## src/rtl/accbus_datapath.sv

```systemverilog
module accbus_datapath #(
  parameter int DATA_W = 8,
  parameter int ADDR_W = 4
) (
  input  logic              clk,
  input  logic              rst,
  input  logic [9:0]        strobe,
  input  logic              ir_field_drv,
  input  logic              pc_jump,
  input  logic              load_en,
  input  logic [ADDR_W-1:0] load_addr,
  input  logic [DATA_W-1:0] load_data,
  output logic [DATA_W-ADDR_W-1:0] opcode,
  output logic              zero_flag,
  output logic              bus_conflict,
  output logic [DATA_W-1:0] bus_value
);
  localparam int DEPTH = 1 << ADDR_W;
  localparam int PAD_W = DATA_W - ADDR_W;

  localparam int B_PC_DRV  = 9;
  localparam int B_PC_STEP = 8;
  localparam int B_MAR_LD  = 7;
  localparam int B_MEM_DRV = 6;
  localparam int B_MEM_WR  = 5;
  localparam int B_IR_LD   = 4;
  localparam int B_ACC_LD  = 3;
  localparam int B_ACC_DRV = 2;
  localparam int B_TMP_LD  = 1;
  localparam int B_SUM_DRV = 0;

  logic [ADDR_W-1:0] pc, mar;
  logic [DATA_W-1:0] ir, acc, tmp, sum;
  logic [DATA_W-1:0] mem [DEPTH];
  logic [DATA_W-1:0] bus_mux;
  logic [4:0]        drv;

  assign sum    = acc + tmp;
  assign opcode = ir[DATA_W-1:ADDR_W];
  assign drv    = {strobe[B_PC_DRV], strobe[B_MEM_DRV], strobe[B_ACC_DRV],
                   strobe[B_SUM_DRV], ir_field_drv};
  assign bus_conflict = ($countones(drv) > 1);

  always_comb begin
    bus_mux = '0;
    if (strobe[B_PC_DRV])  bus_mux = bus_mux | {{PAD_W{1'b0}}, pc};
    if (strobe[B_MEM_DRV]) bus_mux = bus_mux | mem[mar];
    if (strobe[B_ACC_DRV]) bus_mux = bus_mux | acc;
    if (strobe[B_SUM_DRV]) bus_mux = bus_mux | sum;
    if (ir_field_drv)      bus_mux = bus_mux | {{PAD_W{1'b0}}, ir[ADDR_W-1:0]};
  end

  assign bus_value = bus_conflict ? '0 : bus_mux;

  always_ff @(posedge clk) begin
    if (rst) begin
      pc        <= '0;
      mar       <= '0;
      ir        <= '0;
      acc       <= '0;
      tmp       <= '0;
      zero_flag <= 1'b0;
    end else begin
      if (pc_jump)                pc <= bus_value[ADDR_W-1:0];
      else if (strobe[B_PC_STEP]) pc <= pc + 1'b1;
      if (strobe[B_MAR_LD]) mar <= bus_value[ADDR_W-1:0];
      if (strobe[B_IR_LD])  ir  <= bus_value;
      if (strobe[B_TMP_LD]) tmp <= bus_value;
      if (strobe[B_ACC_LD]) begin
        acc       <= bus_value;
        zero_flag <= (bus_value == '0);
      end
    end
  end

  always_ff @(posedge clk) begin
    if (load_en)               mem[load_addr] <= load_data;
    else if (strobe[B_MEM_WR]) mem[mar]       <= bus_value;
  end

  a_r4_pc_hold: assert property (@(posedge clk) disable iff (rst)
    (!pc_jump && !strobe[B_PC_STEP]) |=> (pc == $past(pc)));

  a_r4_pc_wrap: assert property (@(posedge clk) disable iff (rst)
    (!pc_jump && strobe[B_PC_STEP] && pc == {ADDR_W{1'b1}}) |=> (pc == '0));

  a_r5_mar_capture: assert property (@(posedge clk) disable iff (rst)
    strobe[B_MAR_LD] |=> (mar == $past(bus_value[ADDR_W-1:0])));

  a_r5_opcode_capture: assert property (@(posedge clk) disable iff (rst)
    strobe[B_IR_LD] |=> (opcode == $past(bus_value[DATA_W-1:ADDR_W])));

  a_r8_zero_tracks_acc: assert property (@(posedge clk) disable iff (rst)
    strobe[B_ACC_LD] |=> (zero_flag == (acc == '0)));

  a_r6_mem_write: assert property (@(posedge clk) disable iff (rst)
    (strobe[B_MEM_WR] && !load_en) |=> (mem[$past(mar)] == $past(bus_value)));
endmodule

```

## config.mk

```make
export PLATFORM = sky130hd
export DESIGN_NAME = accbus_datapath
export DESIGN_NICKNAME = d
export VERILOG_FILES = /design/src/rtl/accbus_datapath.sv
export SDC_FILE = /design/constraint.sdc
export NUM_CORES = 1
export LEC_CHECK = 0
export CAP_MARGIN = 20
export CELL_PAD_IN_SITES_DETAIL_PLACEMENT = 0
export CELL_PAD_IN_SITES_GLOBAL_PLACEMENT = 1
export CORE_AREA = 2 2 123 125
export DETAILED_ROUTE_END_ITERATION = 10
export DIE_AREA = 0 0 125 127
export GPL_TIMING_DRIVEN = 0
export PLACE_DENSITY_LB_ADDON = 0.1
export SETUP_SLACK_MARGIN = 0.05
export SKIP_CTS_REPAIR_TIMING = 1
export SYNTH_ARGS = -nofsm -noshare
export SYNTH_HDL_FRONTEND = slang
export SYNTH_SLANG_ARGS = --single-unit
```

## constraint.sdc

```tcl
create_clock -name clk -period 4 [get_ports clk]
set_input_delay 0.8 -clock clk [delete_from_list [all_inputs] [get_ports clk]]
set_output_delay 0.8 -clock clk [all_outputs]
set_load 0.01 [all_outputs]
```

Yosys cells after proc, flatten, opt, wreduce, memory -nomap -nowiden
Memories as Yosys holds them, arrays and structs flattened. A register that Yosys moved wholly into a read port is not among the register bits.
Index checks and enable logic that the tools add are counted.
Storage, ports and cells
  flip-flop bits (word level): 33
  memory bits (writable): 128
  logic and storage cells: 39
  memories kept: 1
Memories
  mem: words 16, bits a word 8, read ports 1, clocked after memory_dff 1, write ports 1, RTL line 34  | logic [DATA_W-1:0] mem [DEPTH];
Cells by class
  add/subtract/negate cells: 6
  $lt $le $gt $ge: 1
  muxes and demuxes: 18
  bitwise operators: 4
  reductions and logical operators: 3
Operator list (count)
  8-bit two-way mux: 6
  4-bit two-way mux: 6
  8-bit bitwise OR: 2
  8-bit adder: 1
  8-bit zero test: 1
  4-bit by 8-bit bitwise OR with 8-bit output: 1
  8-bit by 4-bit bitwise OR with 8-bit output: 1
  8-bit OR reduction: 1
  1-bit two-way mux: 6
  1-bit by 1-bit adder with 2-bit output: 2
  3-bit by 1-bit adder with 4-bit output: 1
  4-bit by 1-bit adder with 4-bit output, second input constant: 1
  4-bit by 1-bit greater-than comparator with 1-bit output, second input constant: 1
  2-bit by 2-bit adder with 3-bit output: 1
  2-bit nonzero test: 1

Longest topological paths before layout
Gate-level depths: netlist of run 1.
  depth after elaboration: 12
  gate-level depth with buffers: 8

Worst setup path before layout of run 1
Ideal clock, no wire load.
  path type: input-to-reg
  start: input strobe[0]
  end: memory mem[0][3], data pin
  setup time: 0.330 ns
  data arrival time: 3.465 ns
  required time: 3.670 ns
  setup slack: 0.204 ns
  stages: 7
  buffers on the path: 0
  path through: fa_1 > ha_1 > a211oi_2 > inv_1 > nor2_1 > a211oi_2 > o21ai_0
On the way
  word-level cells in the longest chain between the ends: 6
  elaborated cells between the ends (all ways): 9
RTL lines
  start: declaration: RTL line 7  | input logic [9:0] strobe,
  1-bit by 1-bit adder with 2-bit output (not written as such): RTL line 42  | assign bus_conflict = ($countones(drv) > 1);
  2-bit by 2-bit adder with 3-bit output (not written as such): RTL line 42
  3-bit by 1-bit adder with 4-bit output (not written as such): RTL line 42
  4-bit by 1-bit greater-than comparator with 1-bit output: RTL line 42
  via bus_conflict: RTL line 15  | output logic bus_conflict,
  8-bit two-way mux: RTL line 53  | assign bus_value = bus_conflict ? '0 : bus_mux;
  8-bit two-way mux (no line)
  end: declaration: RTL line 34
The timed path passes the listed nets, and every way through them passes these cells.

Worst setup path after layout of run 1
  start: input strobe[0]
  end: output bus_value[2]
On the way
  word-level cells in the longest chain between the ends: 5
  elaborated cells between the ends (all ways): 8
RTL lines
  1-bit by 1-bit adder with 2-bit output (not written as such): RTL line 42
  2-bit by 2-bit adder with 3-bit output (not written as such): RTL line 42
  3-bit by 1-bit adder with 4-bit output (not written as such): RTL line 42
  4-bit by 1-bit greater-than comparator with 1-bit output: RTL line 42
  8-bit two-way mux (*): RTL line 53
  end: declaration: RTL line 16  | output logic [DATA_W-1:0] bus_value
Every way passes the cells marked *; elsewhere a longest branch is shown, timed or not.

==> summary.md, run 1 <==
| Metric | Value |
|---|---|
| Total Wirelength | 17,100 microns |
| Initial Utilization | 49.2% |
| Pwr Total | 4.11 mW |
| PortBufs | 35 |
| Final max-slew violation count | 0 |
| Startpoint Class | input pin |
| Ys Warns | 0 |
| Pin count of the biggest net entering global routing | 17 |
| Final min period | 4.12 ns |
| WP data required | 3.20 ns |
| VDD IR max | 0.336 mV |
| Relative slew slack | 37.3% |
| Vias after detailed routing | 4,287 |
| Average wire per cell in the routed design | 23.1 microns |
| Root buf cell | clkbuf_16 |
| Synth-to-Final Area Change | 20.8% |
| Drt initial violations | 391 |
| Residual DRC count | 0 |
| TritonRoute pass-1 iters | 5 |
| PD cells | 480 nW/um^2 |
| #FFs+latches synth | 165 |
| H-tree levels | 4 |
| Die W | 125 microns |
| Crit path capture type | output port |
| CP max FO | 6 |
| Fillers | 1,134 |
| Status | finished with violations |
| Die ar. | 15,900 sq um |
| Setup CP Type | input pin to output port |
| Design area | 8570 sq um |
| Vias in the first global route | 4,195 |
| Mapped Cells | 470 |
| Final WS setup | -0.123 ns |
| Antenna diode count | 0 |
| Layout cell share with drive strength beyond 1 | 21.3% |
| Die Span Y | 127 microns |
| Failing checks | setup timing |
| Sequential fraction of the synthesis area | 64.6% |
| Clk_skew | 0.00933 ns |
| Setup violations, final | 3 |
| Total gr overflow | 0 |
| Ports | 41 |
| Gp weighted congestion | 0.804 |
| Hold Crit Class | register to register |
| Core ar. | 14,400 sq um |
| Distinct cell type count after synthesis | 50 |
| RSZ-0062 raised after global routing | true |
| Routed vias/inst | 5.80 |
| Clk buf depth | 2 |
| Top cell type's share of synthesized area | 54.2% |
| Critical Path AT | 3.32 ns |
| Clock slew at reported path FFs | 0.06 ns |
| Syn Area/Cell | 15.1 sq um |
| Synth Net Count | 508 |
| HPWL Detailed | 11,800 microns |
| Cts bufs inserted | 17 |
| Max Clk Rate | 243 MHz |
| Setup TNS | -0.331 ns |
| GRT Util Overall | 22.3% |
| Area leader, netlist | edfxtp_1 |
| Cell area after synthesis | 7090 sq um |
| Antenna violations before repair | 0 |
| Max-cap viol count | 0 |
| Final net count | 580 |
| Skew-Pair Late Insertion Delay | 0.43 ns |
| Post-place instance area | 7740 sq um |
| Cell leakage power | 3.07 nW |
| Rows | 44 |
| Final Hold Violating Endpoints | 0 |
| Final ANT Viol Nets | 0 |
| Hold Slack | 0.483 ns |
| Worst slew pin tran | 0.937 ns |
| Post-route clock period utilization | 103% |
| First-pass GRT wire length | 25,800 microns |
| Top post-synthesis cells by area | edfxtp_1 (54%), dfxtp_1 (10%), mux4_2 (8.3%) |
| CTS tree | done |
| Num Clock Sinks | 165 |
[sequential cells by signal, indices dropped and copies added, names as in the netlist, named ones only]
register	count
mem	128
acc	8
ir	8
tmp	8
mar	4
pc	4
zero_flag	1
[cells in the mapped netlist (all sizes together)]
| cell type | n |
|---|---|
| a222oi | 2 |
| o22ai | 3 |
| dfxtp | 37 |
| mux4 | 32 |
| o31ai | 1 |
| ha | 9 |
| mux2i | 12 |
| nor3b | 4 |
| nor2b | 2 |
| a22o | 4 |
| o211ai | 5 |
| nand3 | 1 |
| a21oi | 9 |
| buf | 13 |
| xnor2 | 5 |
| inv | 16 |
| xor2 | 3 |
| clkbuf | 14 |
| and2b | 1 |
| a31oi | 6 |
| nor2 | 50 |
| fa | 2 |
| o2bb2ai | 1 |
| o32a | 1 |
| and4 | 1 |
| nand2 | 30 |
| a21o | 3 |
| o41ai | 1 |
| a221oi | 2 |
| and3 | 4 |
| nor3 | 4 |
| nand4 | 8 |
| edfxtp | 128 |
| nor4b | 2 |
| o21ai | 10 |
| a211oi | 37 |
| nand2b | 4 |
| or2b | 1 |
| a41o | 1 |
| or2 | 1 |
[per-layer routing]
| metal | track usage [%] | share of wire [%] |
|---|---|---|
| met5 | 0 | 0 |
| met4 | 6.47 | 1.1 |
| met3 | 5.11 | 6.8 |
| met2 | 34.6 | 47 |
| met1 | 32.1 | 45 |
[final cells by class]
class	count	area (sq um)	area share, %
inverter	16	62.6	0.730
timing repair buffer	53	493	5.75
clock buffer	20	447	5.21
buffer	27	191	2.23
multi-input combinational	262	2420	28.2
sequential	165	4580	53.5
tap	184	230	2.69
clock inverter	12	143	1.66
[per-stage QoR]
stage | std cells | utilization, % | setup WS, ns
after global routing | 739 | 59.4 | -0.270
final | 739 | 59.4 | -0.123
after floorplan | 470 | - | 0.204
after global placement | 689 | 53.2 | -1.86
after detailed placement | 697 | 53.7 | -1.29
after CTS | 729 | 57.8 | -1.29
[final timing paths]
| check | startpoint | to | slack (ns) | cells past startpoint |
|---|---|---|---|---|
| max reg2reg | acc[0]$_SDFFE_PP0P_ | mem[13][6]$_DFFE_PP_ | 0.86 | 9 |
| min reg2reg | ir[7]$_SDFFE_PP0P_ | ir[7]$_SDFFE_PP0P_ | 0.48 | 2 |
| min | ir[7]$_SDFFE_PP0P_ | ir[7]$_SDFFE_PP0P_ | 0.48 | 2 |
| max | strobe[0] | bus_value[2] | -0.12 | 9 |
[report_power, final]
part / leakage (nW) / internal, mW / switching (mW)
combinational: 1.31 / 0.229 / 0.311
clock: 0.280 / 0.947 / 0.679
sequential: 1.47 / 1.92 / 0.0281
[worst max-delay path, stage by stage]
cell	delay (ns)
clkbuf_2	0.15
fa_1	0.56
ha_2	0.31
nor4b_4	0.32
nand2_1	0.17
o2bb2ai_1	0.34
a21oi_4	0.08
inv_1	0.07
clkdlybuf4s50_1	0.52
[logic make-up after synthesis]
logic type | count (synthesis) | synth area share (%)
buf+inv | 43 | 3.53
flops | 165 | 64.6
simple gates | 113 | 7.37
mux | 44 | 12.2
compound gates | 86 | 9.14
xor+xnor | 8 | 0.988
fa+ha+maj | 11 | 2.15
[layout by cell type (no fill, tap or decap), types with 6 or more instances in the layout]
master,netlist,layout
a211oi_1,31,30
a211oi_4,0,6
a21oi_1,6,6
a31oi_1,6,6
buf_4,7,20
buf_6,3,7
clkbuf_1,11,12
clkbuf_16,0,17
clkdlybuf4s50_1,0,28
dfxtp_1,37,37
edfxtp_1,128,128
ha_1,9,8
inv_1,15,14
mux2i_1,12,12
mux4_1,6,6
mux4_2,26,26
nand2_1,30,29
nand4_1,8,8
nor2_1,50,48
o21ai_1,0,7
Note: power is estimated with default switching activity, not from simulation.
==> inputs of run 2 (changes only) <==
MAX_ROUTING_LAYER = met4   (was not set)
TNS_END_PERCENT = 1   (was not set)
==> summary.md, run 2 (synthesized netlist as in run 1, its figures left out) <==
| Metric | Value |
|---|---|
| Antenna diode count | 0 (unchanged) |
| Routed vias/inst | 5.92 (+2.0%) |
| Root buf cell | clkbuf_16 |
| Place WS | -1.29 ns (unchanged) |
| Antenna violations before repair | 0 (unchanged) |
| Rows | 44 (unchanged) |
| Skew-Pair Late Insertion Delay | 0.43 ns (about the same) |
| Layout cell share with drive strength beyond 1 | 20.7% (-0.61 points) |
| Post-route clock period utilization | 106% (+2.6 points) |
| PD cells | 482 nW/um^2 (+0.40%) |
| Setup CP Type | input pin to output port |
| Status | finished with violations |
| Die W | 125 microns (unchanged) |
| Residual DRC count | 0 (unchanged) |
| Worst slew pin tran | 0.988 ns (+0.0509 ns) |
| Worst Hold Path EP | ir[7]$_SDFFE_PP0P_ |
| Final ANT Viol Nets | 0 (unchanged) |
| Drt initial violations | 368 (-5.9%) |
| Final min period | 4.23 ns (+0.102 ns) |
| Fillers | 1,133 (-0.088%) |
| Setup violations, final | 5 (+2) |
| Final max-slew violation count | 0 (unchanged) |
| Synth-to-Final Area Change | 20.3% |
| Reg-to-Reg End | mem[13][6]$_DFFE_PP_ |
| Hold Crit Class | register to register |
| Total Wirelength | 17,100 microns (about the same) |
| WP data required | 3.20 ns (about the same) |
| Vias in the first global route | 4,184 (-0.26%) |
| Cell leakage power | 3.02 nW (-1.6%) |
| Gp weighted congestion | 0.815 (+1.4%) |
| Reg-to-reg slack, setup | 0.86 ns (about the same) |
| Sequential cell area | 4580 sq um (unchanged) |
| Die ar. | 15,900 sq um (unchanged) |
| VDD IR max | 0.334 mV (-0.69%) |
| GRT Util Overall | 23.0% (+0.70 points) |
| TritonRoute pass-1 iters | 5 (unchanged) |
| Total gr overflow | 0 (unchanged) |
| Final net count | 577 (-0.52%) |
| PortBufs | 35 (unchanged) |
| Multi-input logic area | 2410 sq um (-0.26%) |
| Core ar. | 14,400 sq um (unchanged) |
| Pin count of the biggest net entering global routing | 17 (unchanged) |
| Worst path slowest cell | fa_1 |
| Num Clock Sinks | 165 (unchanged) |
| RSZ-0062 raised after global routing | true |
| Max Clk Rate | 237 MHz (-2.4%) |
| Crit path cell chain | clkbuf_2 > fa_1 > ha_2 > a211oi_4 > buf_4 > inv_2 > o22ai_1 > a21oi_4 > inv_1 > clkdlybuf4s50_1 |
| CP max FO | 8 (+2) |
| Most common cell after layout, fill and taps aside | edfxtp_1 |
| Hold wc startpoint | ir[7]$_SDFFE_PP0P_ |
| Most frequent cells in the layout | edfxtp_1 (128), nor2_1 (48), dfxtp_1 (37), a211oi_1 (30), clkdlybuf4s50_1 (30) |
| Critical Path Source | strobe[0] |
| Max-cap viol count | 0 (unchanged) |
| Relative slew slack | 33.9% (-3.4 points) |
| Clk_skew | 0.00777 ns (-0.00156 ns) |
| Crit-path max cell delay | 0.57 ns (about the same) |
| Vias after detailed routing | 4,357 (+1.6%) |
| H-tree levels | 4 (unchanged) |
| CTS tree | done |
| Final WS setup | -0.225 ns (-0.102 ns) |
| Crit path capture type | output port |
| Max reg flops | 128 (unchanged) |
| Die Span Y | 127 microns (unchanged) |
| Average wire per cell in the routed design | 23.2 microns (+0.46%) |
| Ports | 41 (unchanged) |
| R2R cell count | 9 (unchanged) |
| Cts bufs inserted | 17 (unchanged) |
| Pwr Total | 4.11 mW (about the same) |
| HPWL Detailed | 11,800 microns (unchanged) |
| First-pass GRT wire length | 25,800 microns (+0.16%) |
| Final Hold Violating Endpoints | 0 (unchanged) |
| Clk buf depth | 2 (unchanged) |
| Clock slew at reported path FFs | 0.06 ns (about the same) |
| Initial Utilization | 49.2% (unchanged) |
| Startpoint Class | input pin |
| Biggest register | mem |
| Placed Cells | 697 (unchanged) |
| Crit Reg-Reg Startpoint | acc[0]$_SDFFE_PP0P_ |
| Worst hold stages | 2 (unchanged) |
| Failing checks | setup timing |
| Non-Filler Instances | 736 (-0.41%) |
| Critical Path AT | 3.43 ns (+0.11 ns) |
-- run 2: critical path: cells and delay by family --
kind	cells	cell delay (ns)
buf+inv	5	0.99
compound gates	3	0.74
fa+ha+maj	2	0.88
-- run 2: where the power goes --
part	total (mW)	switching, mW	leakage [nW]	internal (mW)
clock	1.63	0.683	0.280	0.947
combinational	0.535	0.311	1.27	0.224
sequential	1.95	0.0283	1.47	1.92
total	4.11	1.02	3.02	3.09
-- run 2: layout make-up --
cell class,instances,share of cell area (%)
multi-input cells,262,28.3
clock buffers,20,5.23
inverters,16,0.704
flip-flops and latches,165,53.7
well taps,184,2.70
plain buffers,27,2.24
repair buffers,50,5.45
clock inverters,12,1.67
-- run 2: per-stage QoR --
step / area, sq um / hold slack, ns / TNS (ns) / utilization (%)
3_5_place_dp: 7740 / 0.473 / -84.08 / 53.7
3_3_place_gp: 7670 / 0.467 / -212.20 / 53.2
4_1_cts: 8330 / 0.483 / -31.02 / 57.8
5_1_grt: 8530 / 0.497 / -1.29 / 59.2
6_report: 8530 / 0.485 / -0.872 / 59.2
2_1_floorplan: 7090 / 0.450 / 0 / -
-- run 2: per-layer routing --
metal  share of wire [%]  GRT usage (%)  wire [microns]  vias to the layer above
met5                   0              -               0                        -
met2                  47           34.0            8030                      164
met1                  45           32.6            7670                     2202
li1                    -              -               -                     1972
met4                 1.2           6.47             208                        0
met3                 6.9           5.11            1170                       19
-- run 2: how the worst max path moves through the flow --
stage                      endpoint  slack [ns]  cells past startpoint
2_1_floorplan   mem[0][3]$_DFFE_PP_        0.20                      7
3_3_place_gp   mem[14][3]$_DFFE_PP_       -1.86                      8
3_5_place_dp           bus_value[3]       -1.29                      9
4_1_cts                bus_value[3]       -1.29                      9
5_1_grt                bus_value[1]       -0.32                     10
6_report               bus_value[1]       -0.23                     10
==> inputs of run 3 (changes only) <==
CELL_PAD_IN_SITES_DETAIL_PLACEMENT = not set   (was 0)
CELL_PAD_IN_SITES_GLOBAL_PLACEMENT = not set   (was 1)
CORE_AREA = 2 2 113 115   (was 2 2 123 125)
DIE_AREA = 0 0 115 117   (was 0 0 125 127)
PLACE_DENSITY = 0.78   (was not set)
PLACE_DENSITY_LB_ADDON = not set   (was 0.1)
clock period = 4.7 ns   (was 4 ns; I/O delays follow)
==> summary.md, run 3 (synthesized netlist as in run 1, its figures left out) <==
| Metric | Value |
|---|---|
| Die Span Y | 117 microns (-7.9%) |
| VDD IR max | 0.314 mV (-6.0%) |
| Die W | 115 microns (-8.0%) |
| Crit path cell chain | dlymetal6s2s_1 > fa_1 > ha_1 > a211oi_4 > inv_2 > nor2_4 > a211oi_2 > inv_1 > clkdlybuf4s50_1 |
| Fillers | 837 (-26%) |
| Skew-Pair Late Insertion Delay | 0.43 ns (about the same) |
| Die ar. | 13,500 sq um (-15%) |
| First-pass GRT wire length | 25,500 microns (-1.3%) |
| WP data required | 3.76 ns (+0.56 ns) |
| Sequential cell area | 4580 sq um (unchanged) |
| Routed vias/inst | 6.44 (+8.8%) |
| Design area | 8340 sq um (-2.3%) |
| Cts bufs inserted | 17 (unchanged) |
| Biggest register | mem |
| Residual DRC count | 0 (unchanged) |
| Root buf cell | clkbuf_16 |
| Layout Utilization | 67.7% (+8.6 points) |
| Post-route clock period utilization | 98.8% |
| Cell leakage power | 2.93 nW (-2.9%) |
| Rows | 41 (-6.8%) |
| Core ar. | 12,300 sq um (-15%) |
| Final Hold Violating Endpoints | 0 (unchanged) |
| RSZ-0062 raised after global routing | false |
| Startpoint Class | input pin |
| Average wire per cell in the routed design | 24.1 microns (+3.7%) |
| Most frequent cells in the layout | edfxtp_1 (128), nor2_1 (48), dfxtp_1 (37), clkdlybuf4s50_1 (32), a211oi_1 (30) |
| GRT Util Overall | 27.5% (+4.5 points) |
| Setup violations, final | 0 (-5) |
| Most common cell after layout, fill and taps aside | edfxtp_1 |
| Vias after detailed routing | 4,496 (+3.2%) |
| Multi-input logic area | 2340 sq um (-2.9%) |
| PortBufs | 35 (unchanged) |
| Max reg flops | 128 (unchanged) |
| PD cells | 406 nW/um^2 (-16%) |
| Clock slew at reported path FFs | 0.07 ns (about the same) |
| Clk_skew | 0.00762 ns (-0.000141 ns) |
| TritonRoute pass-1 iters | 5 (unchanged) |
| H-tree levels | 4 (unchanged) |
| Layout cell share with drive strength beyond 1 | 19.2% (-1.5 points) |
| Synth-to-Final Area Change | 17.6% |
| Drt initial violations | 618 (+68%) |
| Crit Reg-Reg Startpoint | acc[0]$_SDFFE_PP0P_ |
| Reg-to-Reg End | mem[9][6]$_DFFE_PP_ |
| CP top delay family | buffers and inverters |
| Final net count | 573 (-0.69%) |
| Clk buf depth | 2 (unchanged) |
| Setup CP Type | input pin to output port |
| R2R cell count | 9 (unchanged) |
| Final ANT Viol Nets | 0 (unchanged) |
| Worst path slowest cell | clkdlybuf4s50_1 |
| Ports | 41 (unchanged) |
| Max Clk Rate | 215 MHz |
| Antenna diode count | 0 (unchanged) |
| Num Clock Sinks | 165 (unchanged) |
| CP max FO | 6 (-2) |
| Pwr Total | 3.38 mW (-18%) |
| Hold wc startpoint | ir[6]$_SDFFE_PP0P_ |
| Vias in the first global route | 4,521 (+8.1%) |
| Initial Utilization | 57.6% (+8.4 points) |
| Critical Path AT | 3.70 ns (+0.27 ns) |
| Worst slew pin tran | 1.00 ns (+0.0155 ns) |
| Antenna violations before repair | 0 (unchanged) |
| Status | completed |
| Total Wirelength | 16,800 microns (-1.7%) |
| Hold Crit Class | register to register |
| Max-cap viol count | 0 (unchanged) |
| Final max-slew violation count | 0 (unchanged) |
| Final min period | 4.64 ns |
| Buf/Inv on CP | 4 (-1) |
| Crit path capture type | output port |
| Pin count of the biggest net entering global routing | 17 (unchanged) |
| Crit-path max cell delay | 0.53 ns (-0.04 ns) |
| HPWL Detailed | 11,100 microns (-6.5%) |
| Post-place instance area | 7670 sq um (-0.86%) |
| Reg-to-reg slack, setup | 1.42 ns (+0.56 ns) |
| Relative slew slack | 32.7% (-1.2 points) |
| Total gr overflow | 0 (unchanged) |
| Worst hold stages | 2 (unchanged) |
| Worst Hold Path EP | ir[6]$_SDFFE_PP0P_ |
| Gp weighted congestion | 0.920 (+13%) |
| CTS tree | done |
-- run 3: worst register-to-register path, stage by stage, from the launching register on --
cell	delay [ns]
dfxtp_1	0.34
ha_1	0.24
fa_1	0.42
a21o_1	0.18
a21oi_1	0.24
o211ai_1	0.16
xor2_1	0.18
a211oi_2	0.52
o21ai_0	0.44
buf_4	0.30
-- run 3: layer usage --
metal / share of wire, % / global-route usage (%) / up-vias
met4: 3.2 / 11.6 / 0
met5: 0 / - / -
li1: - / - / 1971
met3: 8.5 / 7.11 / 51
met2: 49 / 43.8 / 246
met1: 39 / 33.8 / 2228
-- run 3: worst max-delay path by stage --
stage               cells past startpoint  startpoint                    to
finish                                  9   strobe[9]          bus_value[6]
global route                            9   strobe[2]          bus_value[6]
CTS                                     9   strobe[2]          bus_value[3]
detailed placement                      9   strobe[2]          bus_value[3]
global placement                        8   strobe[2]  mem[13][5]$_DFFE_PP_
floorplan                               7   strobe[0]   mem[0][3]$_DFFE_PP_
-- run 3: area by class of cell --
class	count	share of cell area [%]
Clock inverter	15	1.44
Timing Repair Buffer	46	5.10
Clock buffer	17	5.10
Sequential cell	165	55.0
Multi-Input combinational cell	262	28.1
Inverter	16	0.720
Tap cell	150	2.25
Buffer	27	2.28
-- run 3: metrics by stage --
stage                     hold WS, ns  std cells  TNS, ns  worst slack (ns)
after floorplan                 0.450        470        0             0.764
after global placement          0.469        655  -125.00             -1.15
after detailed placement        0.480        661   -29.99            -0.905
after CTS                       0.489        693    -7.97            -0.922
after global routing            0.518        698        0           0.00414
final                           0.493        698        0            0.0557
-- run 3: report_power, final --
part	switching (mW)	internal [mW]
clock network	0.596	0.689
registers	0.0263	1.63
logic	0.256	0.181
total	0.878	2.50
